### src/rtl/fo_pkg.sv
package fo_pkg;
    localparam int unsigned NPAIR = 2;
    typedef logic [NPAIR-1:0] pair_vec_t;
endpackage

### src/rtl/fo_pair_compare.sv
module fo_pair_compare #(
    parameter int unsigned DATA_W = 8
) (
    input  logic [DATA_W-1:0] m_data,
    input  logic              m_valid,
    input  logic [DATA_W-1:0] c_data,
    input  logic              c_valid,
    input  logic              failed_i,
    output logic              mismatch,
    output logic              healthy,
    output logic [DATA_W-1:0] g_data,
    output logic              g_valid
);
    always_comb begin
        mismatch = (m_valid != c_valid) || (m_valid && c_valid && (m_data != c_data));
        healthy  = !mismatch && !failed_i;
        // a pair that disagrees with itself is cut off the output mux
        g_data   = healthy ? m_data : '0;
        g_valid  = healthy && m_valid;
    end
endmodule

### src/rtl/fo_select.sv
module fo_select
    import fo_pkg::*;
(
    input  pair_vec_t healthy,
    input  logic      active_q,
    input  logic      fatal_q,
    output logic      sel,
    output logic      fatal_now
);
    always_comb begin
        sel       = active_q;
        fatal_now = fatal_q;
        if (!healthy[active_q]) begin
            if (healthy[!active_q]) begin
                sel = !active_q;
            end else begin
                fatal_now = 1'b1;
            end
        end
    end
endmodule

### src/rtl/dual_pair_failover.sv
module dual_pair_failover
    import fo_pkg::*;
#(
    parameter int unsigned DATA_W = 8
) (
    input  logic              clk,
    input  logic              rst_n,
    input  logic [DATA_W-1:0] m0_data,
    input  logic              m0_valid,
    input  logic [DATA_W-1:0] c0_data,
    input  logic              c0_valid,
    input  logic [DATA_W-1:0] m1_data,
    input  logic              m1_valid,
    input  logic [DATA_W-1:0] c1_data,
    input  logic              c1_valid,
    output logic [DATA_W-1:0] out_data,
    output logic              out_valid,
    output logic              active_idx,
    output logic [1:0]        pair_failed,
    output logic              pair_disagree,
    output logic              fatal_err
);
    typedef struct packed {
        logic              act;
        pair_vec_t         failed;
        logic              fatal;
        logic [DATA_W-1:0] odata;
        logic              ovalid;
        logic              disagree;
    } state_t;

    state_t st_d, st_q;

    logic [DATA_W-1:0] md   [NPAIR];
    logic [DATA_W-1:0] cd   [NPAIR];
    logic [DATA_W-1:0] gd   [NPAIR];
    logic              mv   [NPAIR];
    logic              cv   [NPAIR];
    logic              gv   [NPAIR];
    pair_vec_t         mism;
    pair_vec_t         hlth;
    logic              sel;
    logic              fatal_now;

    assign md[0] = m0_data;  assign mv[0] = m0_valid;
    assign cd[0] = c0_data;  assign cv[0] = c0_valid;
    assign md[1] = m1_data;  assign mv[1] = m1_valid;
    assign cd[1] = c1_data;  assign cv[1] = c1_valid;

    for (genvar p = 0; p < NPAIR; p++) begin : g_pair
        fo_pair_compare #(.DATA_W(DATA_W)) u_cmp (
            .m_data   (md[p]),
            .m_valid  (mv[p]),
            .c_data   (cd[p]),
            .c_valid  (cv[p]),
            .failed_i (st_q.failed[p]),
            .mismatch (mism[p]),
            .healthy  (hlth[p]),
            .g_data   (gd[p]),
            .g_valid  (gv[p])
        );
    end

    fo_select u_sel (
        .healthy   (hlth),
        .active_q  (st_q.act),
        .fatal_q   (st_q.fatal),
        .sel       (sel),
        .fatal_now (fatal_now)
    );

    always_comb begin
        st_d          = st_q;
        st_d.failed   = st_q.failed | mism;
        st_d.fatal    = fatal_now;
        st_d.act      = fatal_now ? st_q.act : sel;
        st_d.odata    = fatal_now ? '0 : gd[sel];
        st_d.ovalid   = !fatal_now && gv[sel];
        // cross-pair compare is diagnostic only
        st_d.disagree = (&hlth) &&
                        ((mv[0] != mv[1]) || (mv[0] && mv[1] && (md[0] != md[1])));
    end

    always_ff @(posedge clk) begin
        if (!rst_n) begin
            st_q <= '0;
        end else begin
            st_q <= st_d;
        end
    end

    assign out_data      = st_q.odata;
    assign out_valid     = st_q.ovalid;
    assign active_idx    = st_q.act;
    assign pair_failed   = st_q.failed;
    assign pair_disagree = st_q.disagree;
    assign fatal_err     = st_q.fatal;
endmodule

### config.mk
export PLATFORM = sky130hd
export DESIGN_NAME = dual_pair_failover
export DESIGN_NICKNAME = d
export VERILOG_FILES = /design/src/rtl/fo_pkg.sv /design/src/rtl/fo_pair_compare.sv /design/src/rtl/fo_select.sv /design/src/rtl/dual_pair_failover.sv
export SDC_FILE = /design/constraint.sdc
export NUM_CORES = 1
export LEC_CHECK = 0
export BUFFER_PORTS_ARGS = -buffer_cell sky130_fd_sc_hd__buf_2
export CAP_MARGIN = 15
export CORE_MARGIN = 2
export CORE_UTILIZATION = 43
export DETAILED_ROUTE_END_ITERATION = 7
export PLACE_DENSITY_LB_ADDON = 0.05
export SYNTH_ARGS = -nofsm -noshare
export SYNTH_HDL_FRONTEND = slang
export SYNTH_SLANG_ARGS = --single-unit
### constraint.sdc
create_clock -name clk -period 2.3 [get_ports clk]
set_input_delay 0.46 -clock clk [delete_from_list [all_inputs] [get_ports clk]]
set_output_delay 0.46 -clock clk [all_outputs]
set_load 0.01 [all_outputs]
==> qor.txt, run 1 <==
crit-path max FO: 18
gr usage total: 18.51%
CTS Root Buffer Type: clkbuf_4
Remaining DRCs: 0
row count: 16
most common cell in the netlist: xnor2_1
final setup TNS: 0 ns
clock sinks: 14
top layer in use: met4
dpl ws: 0.1682 ns
Switching Share: 29.68%
cell taking the most area after synthesis: dfxtp_1
dpl hpwl: 1.756 mm
max-cap violations: 0
Detail Route met3 WL: 143 µm
total CTS buffers: 3
chip width: 50.90 µm
I/O Buffers: 51
Reg power frac: 41.9%
hold_buf cts: 0
HP Class: input port to register
CTS clk-pin slew, worst paths: 0.08 ns
Clk network pwr share: 28.5%
RSZ-0062 raised after global routing: false
Area Overhead vs Synth: 32.01%
Net Switching: 0.1862 mW
fmax: 0.5450 GHz
# nets final: 205
CTS Buffer Depth: 2
DR vias: 923
final hold slack: 0.5001 ns
placement-stage cell area: 1212 µm²
height of the chip: 50.90 µm
Seq cells post-synth: 14
Slew Limit Fails: 0
dpl cells: 186
CTS tree: yes
Synth Net Count: 152
postcts setup bufs: 0
Int Pwr: 0.4410 mW
routability cong.: 0.8175
cts repair resizes: 0
worst IR drop on VDD: 0.2576 mV
GRT overflow: 0
clock skew after layout: 0.009492 ns
post-route worst setup slack: 0.4650 ns
Critical Path RT: 2.47 ns
Power Dens Cells: 502.3 nW/µm²
DRT iter0 DRCs: 19
critical-path cell list: buf_2, ha_1, nor2_1, inv_1, a311o_4, and3_2, o21a_1
Max-slew headroom: 80.34%
ANT cells: 0
Initial DRT Pass Iterations: 4
post-route core utilization: 61.76%
first-pass GRT wire length: 3.719 mm
Final Hold Vio Count: 0
Synth cell types: 24
Worst Path Arrival: 2.01 ns
top cells by count, synth: 16 x xnor2_1, 14 x dfxtp_1, 13 x nor2_1
post-route design area: 1249 µm²
I/O pins: 52
Post-Route WL: 2.168 mm
largest net degree at the start of global routing: 19
Startpoint Class: input port
asr flop ratio synth: 0%
synth top area cells: dfxtp_1 30%, xnor2_1 15%, o21a_1 7.9%
WL per Instance: 11.41 µm
vias in the first global route: 887
Overall Power: 0.6272 mW
CP max-delay cell: a311o_4
Post-Syn Area: 945.9 µm²
leakage power: 0.6414 nW
vias per std cell: 4.858
average cell area after synthesis: 8.522 µm²
top-area cell type share of the netlist area: 29.63%
routed length on met2: 1.001 mm
min Tclk post-route: 1.835 ns
critical path class: input port to register
EDFF count, synth: 0
Final setup viols: 0
status: finished clean
post-route ant nets: 0
initial antenna violation count: 0
CP max stage delay: 0.47 ns
Ys Warns: 0
fraction of the yosys area taken by sequential cells: 29.63%
Core ar.: 2022 µm²
Clock Latency Late Sink: 0.28 ns
Met1 Wirelength: 1.013 mm
Primary FF master, synth: dfxtp_1
slew of the pin with the lowest slew margin: 0.2922 ns
Initial Util: 46.78%
share of cells above drive strength 1: 42.33%
Cells after Synth: 111
fin crit share: 79.78%
crit end category: register
CTS H-Tree Depth: 1
Die ar.: 2591 µm²
logic gate share of total power: 29.6%
post-route insts no fill: 190
[power groups by stage]
| stage | Combinational, mW | Sequential [mW] | Clock [mW] |
|---|---|---|---|
| final | 0.185 | 0.263 | 0.179 |
| after global routing | 0.206 | 0.265 | 0.198 |
| after CTS | 0.186 | 0.263 | 0.183 |
| after detailed placement | 0.185 | 0.269 | 0 |
| after global placement | 0.183 | 0.268 | 0 |
| after floorplan | 0.111 | 0.273 | 0 |
[worst max-delay path, delay by kind of cell]
kind            cells  cell delay [ns]
fa+ha+maj           1             0.28
compound gates      2             0.63
buf+inv             2             0.20
simple gates        2             0.44
[cells in the final DEF, fill, tap and decap left out]
| cell | count |
|---|---|
| o21a_1 | 10 |
| a21oi_1 | 5 |
| nand4_1 | 4 |
| and2_2 | 1 |
| ha_1 | 3 |
| o21ai_1 | 1 |
| buf_2 | 51 |
| xor2_1 | 8 |
| buf_4 | 1 |
| nor3_1 | 1 |
| clkbuf_4 | 3 |
| xnor2_1 | 16 |
| a211oi_2 | 1 |
| o21ai_0 | 1 |
| a21o_1 | 1 |
| clkbuf_8 | 1 |
| dfxtp_1 | 14 |
| o21ai_2 | 1 |
| nand2_1 | 3 |
| inv_1 | 11 |
| nor2_1 | 13 |
| a311o_4 | 1 |
| and3_4 | 1 |
| nor4_1 | 3 |
| and3_2 | 8 |
[sequential cells by signal (all words and copies together), names as in the netlist]
name	count
out_data	8
pair_failed	2
active_idx	1
fatal_err	1
out_valid	1
pair_disagree	1
[layer usage]
layer	track usage, %	vias to the layer above
met1	24.37	414
li1	-	476
met3	3.509	2
met5	0	-
met2	31.82	31
met4	2.703	0
[cell families after synthesis]
group | Yosys count | share of synthesized area, %
adders and majority gates | 3 | 3.969
DFF | 14 | 29.63
AOI/OAI and AO/OA | 21 | 16.80
buffers and inverters | 15 | 7.539
xor gates and xnor gates | 24 | 22.22
and+or+nand+nor | 34 | 19.84
[final timing paths]
path / slack [ns] / to / cells after the start / startpoint
max reg2reg: 0.75 / out_data[7] / 5 / pair_failed[0]
max: 0.47 / out_data[7] / 7 / m0_valid
min reg2reg: 0.53 / active_idx / 2 / active_idx
min: 0.50 / fatal_err / 3 / rst_n
[layout make-up]
type	count	area, µm²
fillers	197	773.2
repair buffers	52	262.8
clock buffers	4	36.28
multi-input cells	82	594.3
flip-flops and latches	14	280.3
well taps	27	33.78
inverters	11	41.29
Power figures use the tool's default switching activity.
==> run 2: changes to the inputs <==
Settings changed: CORE_ASPECT_RATIO set to 1.75, CORE_UTILIZATION 43 to 39.
Clock period 2.3 ns to 1.55 ns, I/O delays scaled along.
==> run 2 against run 1 <==
Against the previous run:
- the flow now finishes with violations (negative setup slack)
- highest routed layer unchanged
- design area up 39%
- clock skew shrank 0.0081 ns
- die area rose by 10%
- via count grew 21%
- routed wire length rose by 53%
- largest power group is now combinational logic
- largest cell class unchanged
- clock power is 99% higher
- power rose by 92%
- non-clock buffer count up 31
- combinational power rose by 150%
==> qor.txt, run 2 (same netlist as run 1, synthesis figures left out) <==
fin crit share: 108.8%
share of cells above drive strength 1: 61.54% (+19 points)
crit-path max FO: 7 (-11)
row count: 23 (+7)
fmax: 0.5932 GHz
register area: 280.3 µm² (unchanged)
slew of the pin with the lowest slew margin: 0.3415 ns (+0.04928 ns)
status: finished, violations left
area of the multi-input gates: 773.2 µm² (+30%)
clock sinks: 14 (unchanged)
post-route ant nets: 0 (unchanged)
GRT overflow: 0 (unchanged)
Critical Path RT: 1.69 ns (-0.78 ns)
largest net degree at the start of global routing: 12 (-7)
initial antenna violation count: 0 (unchanged)
max-cap violations: 0 (unchanged)
Final setup viols: 9 (+9)
RSZ-0062 raised after global routing: true
CTS H-Tree Depth: 1 (unchanged)
Clk network pwr share: 29.6% (+1.1 points)
DRT iter0 DRCs: 25 (+6)
max reg flops: 8 (unchanged)
DR vias: 1,118 (+21%)
dpl hpwl: 2.272 mm (+29%)
Remaining DRCs: 0 (unchanged)
CTS tree: yes
HP Class: input port to register
ANT cells: 0 (unchanged)
I/O Buffers: 51 (unchanged)
worst IR drop on VDD: 0.6009 mV (+130%)
Worst Path Arrival: 1.83 ns (-0.18 ns)
height of the chip: 69.15 µm (+36%)
vias per std cell: 5.082 (+4.6%)
logic gate share of total power: 37.9% (+8.3 points)
Initial Util: 41.09% (-5.7 points)
Clock Latency Late Sink: 0.24 ns (-0.04 ns)
Initial DRT Pass Iterations: 4 (unchanged)
Final Hold Vio Count: 0 (unchanged)
post-route worst setup slack: -0.1356 ns (-0.6007 ns)
Post-Route WL: 3.311 mm (+53%)
# nets final: 237 (+16%)
failing checks: negative setup slack
CTS clk-pin slew, worst paths: 0.06 ns (-0.02 ns)
final hold slack: 0.3846 ns (-0.1155 ns)
post-route core utilization: 75.49% (+14 points)
CTS Buffer Depth: 2 (unchanged)
critical path class: input port to register
Startpoint Class: input port
Int Pwr: 0.8536 mW (+94%)
WL per Instance: 15.05 µm (+32%)
crit end category: register
CP max stage delay: 0.45 ns (-0.02 ns)
I/O pins: 52 (unchanged)
Power Dens Cells: 693.7 nW/µm² (+38%)
min Tclk post-route: 1.686 ns
Switching Share: 29.20% (-0.48 points)
routability cong.: 0.7368 (-9.9%)
first-pass GRT wire length: 4.899 mm (+32%)
Die ar.: 2851 µm² (+10%)
CTS Root Buffer Type: clkbuf_8
Net Switching: 0.3521 mW (+89%)
Slew Limit Fails: 0 (unchanged)
critical-path cell list: buf_6, xnor2_4, nand4_1, o21a_1, a311o_2, and3_4, o21a_1
Core ar.: 2302 µm² (+14%)
Max-slew headroom: 77.15% (-3.2 points)
gr usage total: 24.70% (+6.2 points)
most common library cell in the layout ignoring fill and taps: buf_2
commonest non-fill, non-tap cells in the layout: 43 x buf_2, 29 x buf_4, 14 x dfxtp_1, 11 x inv_1, 11 x buf_6
# fillers: 168 (-15%)
leakage power: 0.8677 nW (+35%)
CP most frequent cell: o21a_1
CP max-delay cell: a311o_2
Area Overhead vs Synth: 83.73%
clock skew after layout: 0.001372 ns (-0.008120 ns)
Reg power frac: 32.6% (-9.3 points)
vias in the first global route: 1,140 (+29%)
chip width: 41.23 µm (-19%)
total CTS buffers: 3 (unchanged)
==> run 2: cell count changes in the layout (fill, tap and decap cells not counted), moves of 3 or more <==
| cell | previous run | this run |
|---|---|---|
| nor2_1 | 13 | 7 |
| and3_2 | 8 | 0 |
| xnor2_2 | 0 | 8 |
| buf_6 | 0 | 11 |
| buf_4 | 1 | 29 |
| and3_4 | 1 | 9 |
| buf_2 | 51 | 43 |
| clkbuf_8 | 1 | 4 |
| xnor2_1 | 16 | 7 |
| clkbuf_4 | 3 | 0 |
| nor2_4 | 0 | 4 |
==> run 2: per-layer routing <==
metal  GRT usage, %  share of wire [%]  up-vias
met4          7.527                2.1        0
met1          23.05                 31      515
met3          4.180                5.6        8
met5              0                  0        -
li1               -                  -      546
met2          47.22                 61       49
==> run 2: layout make-up <==
type                    instances  area share [%]
flip-flops and latches         14           16.13
well taps                      25           1.800
inverters                      11           2.376
multi-input cells              83           44.49
repair buffers                 83           32.04
clock buffers                   4           3.168
==> run 2: power groups by stage <==
stage	sequential [mW]	clock [mW]	combinational (mW)
5_1_grt	0.396	0.377	0.496
3_3_place_gp	0.399	0	0.345
2_1_floorplan	0.405	0	0.170
3_5_place_dp	0.400	0	0.351
4_1_cts	0.393	0.363	0.405
6_report	0.393	0.356	0.456
==> run 2: worst paths after layout <==
kind,startpoint,end,slack [ns],cells after the start
setup / recovery,m0_data[2],out_data[2],-0.14,7
hold / removal,rst_n,pair_failed[1],0.38,3
setup reg to reg,pair_failed[1],out_data[1],0.12,5
hold reg to reg,active_idx,active_idx,0.57,2
==> run 2: worst max-delay path, delay by kind of cell <==
kind | cells | cell delay [ns]
AOI/OAI and AO/OA | 3 | 0.86
xor gates and xnor gates | 1 | 0.15
buffers and inverters | 1 | 0.11
and+or+nand+nor | 2 | 0.39
==> run 2: what timing repair did <==
| action | in CTS | in global routing |
|---|---|---|
| pin swaps | 15 | 12 |
| hold buffers | 0 | 0 |
| gates cloned | 1 | 1 |
| endpoints found under the setup margin | 9 | 12 |
| resized for setup | 24 | 21 |
| setup buffers | 1 | 3 |
==> run 2: stage by stage <==
step | cell area (µm²) | total power [mW] | setup TNS (ns) | setup slack (ns) | instances
after floorplan | 970.9 | 0.5750 | -0.6471 | -0.1267 | 111
after global placement | 1430 | 0.7438 | -3.672 | -0.3984 | 210
after detailed placement | 1430 | 0.7509 | -4.101 | -0.4219 | 210
after CTS | 1625 | 1.162 | -0.07340 | -0.03076 | 216
after global routing | 1738 | 1.269 | -1.482 | -0.1990 | 220
final | 1738 | 1.206 | -0.6782 | -0.1356 | 220
==> run 3: changes to the inputs <==
Settings changed: MAX_ROUTING_LAYER set to met4.
==> run 3 against run 2 <==
Against the previous run:
- the run still ends with negative setup slack left
- register-to-register slack about the same
- highest routed layer unchanged
- design area unchanged
- critical path type unchanged
- routed wire length hardly changed
- combinational power hardly changed
- die area unchanged
- fmax down 1.1%
- critical endpoint unchanged
- sequential share of layout area unchanged
- clock skew is 0.00057 ns higher
- first-iteration DRC count decreased by 4.0%
- worst setup slack got worse by 0.020 ns
==> qor.txt, run 3 (same netlist as run 1, synthesis figures left out) <==
routability cong.: 0.7459 (+1.2%)
post-route ant nets: 0 (unchanged)
HP Class: input port to register
CTS H-Tree Depth: 1 (unchanged)
register area: 280.3 µm² (unchanged)
dpl ws: -0.4219 ns (unchanged)
ANT cells: 0 (unchanged)
post-route core utilization: 75.49% (unchanged)
GRT overflow: 0 (unchanged)
Initial DRT Pass Iterations: 3 (-1)
Slew Limit Fails: 0 (unchanged)
Final setup viols: 9 (unchanged)
Power Dens Cells: 694.3 nW/µm² (about the same)
RSZ-0062 raised after global routing: true
hold endpoint: pair_failed[1]
min Tclk post-route: 1.705 ns (+0.01953 ns)
max reg flops: 8 (unchanged)
row count: 23 (unchanged)
crit end category: register
Die ar.: 2851 µm² (unchanged)
clock skew after layout: 0.001937 ns (+0.0005655 ns)
reg2reg setup slack: 0.12 ns (about the same)
worst IR drop on VDD: 0.5995 mV (-0.23%)
Remaining DRCs: 0 (unchanged)
Initial Util: 41.09% (unchanged)
Core ar.: 2302 µm² (unchanged)
# fillers: 168 (unchanged)
most common library cell in the layout ignoring fill and taps: buf_2
worst hold start: rst_n
WL per Instance: 15.04 µm (about the same)
I/O pins: 52 (unchanged)
WHS Path Cells: 3 (unchanged)
DRT iter0 DRCs: 24 (-4.0%)
failing checks: negative setup slack
chip width: 41.23 µm (unchanged)
dpl hpwl: 2.272 mm (unchanged)
largest net degree at the start of global routing: 12 (unchanged)
height of the chip: 69.15 µm (unchanged)
Startpoint Class: input port
Overall Power: 1.207 mW (about the same)
gr usage total: 25.36% (+0.66 points)
Max-slew headroom: 77.53% (+0.37 points)
CTS Root Buffer Type: clkbuf_8
Final Hold Vio Count: 0 (unchanged)
crit-path max FO: 7 (unchanged)
area of the multi-input gates: 773.2 µm² (unchanged)
max-cap violations: 0 (unchanged)
total CTS buffers: 3 (unchanged)
post-route insts no fill: 220 (unchanged)
Worst Path Arrival: 1.85 ns (+0.02 ns)
commonest non-fill, non-tap cells in the layout: 43 x buf_2, 29 x buf_4, 14 x dfxtp_1, 11 x inv_1, 11 x buf_6
dpl cells: 210 (unchanged)
RR Endpoint: out_data[1]
Critical Path RT: 1.69 ns (about the same)
worst r2r src: pair_failed[1]
# nets final: 237 (unchanged)
fmax: 0.5865 GHz (-1.1%)
clock sinks: 14 (unchanged)
reg2reg path depth: 5 (unchanged)
Post-Route WL: 3.308 mm (about the same)
first-pass GRT wire length: 4.940 mm (+0.84%)
post-route worst setup slack: -0.1552 ns (-0.01953 ns)
CTS tree: yes
initial antenna violation count: 0 (unchanged)
slew of the pin with the lowest slew margin: 0.3358 ns (-0.005602 ns)
leakage power: 0.8677 nW (unchanged)
Clock Latency Late Sink: 0.24 ns (about the same)
I/O Buffers: 51 (unchanged)
status: finished, violations left
CTS Buffer Depth: 2 (unchanged)
vias per std cell: 4.995 (-1.7%)
fin crit share: 110.0% (+1.3 points)
share of cells above drive strength 1: 61.54% (unchanged)
Area Overhead vs Synth: 83.73% (unchanged)
DR vias: 1,099 (-1.7%)
CTS clk-pin slew, worst paths: 0.06 ns (about the same)
critical path class: input port to register
vias in the first global route: 1,136 (-0.35%)
-- run 3: what timing repair did --
action	4_1_cts	5_1_grt
pin swaps	15	12
gates resized for setup	24	21
gates cloned	1	1
endpoints found under the hold margin	0	0
hold buffers	0	0
setup endpoints to repair	9	12
buffers inserted	1	3
-- run 3: worst max path at each step --
stage                    start     endpoint  slack [ns]  cells past startpoint
finish              m0_data[2]  out_data[2]       -0.16                      7
global route        m0_data[2]  out_data[2]       -0.20                      7
CTS                 m0_data[1]  out_data[2]       -0.03                      7
detailed placement  c0_data[2]  out_data[3]       -0.42                      7
global placement    c0_data[4]  out_data[3]       -0.40                      7
floorplan           c0_data[7]  out_data[2]       -0.13                      7
-- run 3: layout make-up --
| type | count | area share (%) |
|---|---|---|
| Multi-Input combinational cell | 83 | 44.49 |
| Timing Repair Buffer | 83 | 32.04 |
| Sequential cell | 14 | 16.13 |
| Clock buffer | 4 | 3.168 |
| Inverter | 11 | 2.376 |
| Tap cell | 25 | 1.800 |
-- run 3: critical path, stage by stage --
cell	delay [ns]
buf_6	0.11
xnor2_4	0.15
nand4_1	0.19
o21a_1	0.26
a311o_2	0.45
and3_4	0.21
o21a_1	0.15
-- run 3: per-stage QoR --
step	instance area (µm²)	TNS, ns	hold WS, ns
floorplan	970.9	-0.6471	0.5032
global placement	1430	-3.672	0.5137
detailed placement	1430	-4.101	0.5304
CTS	1625	-0.07340	0.3845
global route	1738	-1.476	0.4172
finish	1738	-0.8176	0.3848
-- run 3: where the power goes --
part           switching, mW  internal [mW]
combinational          0.206          0.250
clock                  0.132          0.225
sequential            0.0141          0.379
total                  0.353          0.854
-- run 3: routing by layer --
metal | global-route usage [%] | vias to the layer above | wire (µm)
met5 | - | - | 0
met4 | 7.527 | 0 | 57
met3 | 4.180 | 6 | 150
met2 | 47.05 | 38 | 2032
met1 | 23.46 | 510 | 1066
li1 | - | 545 | -
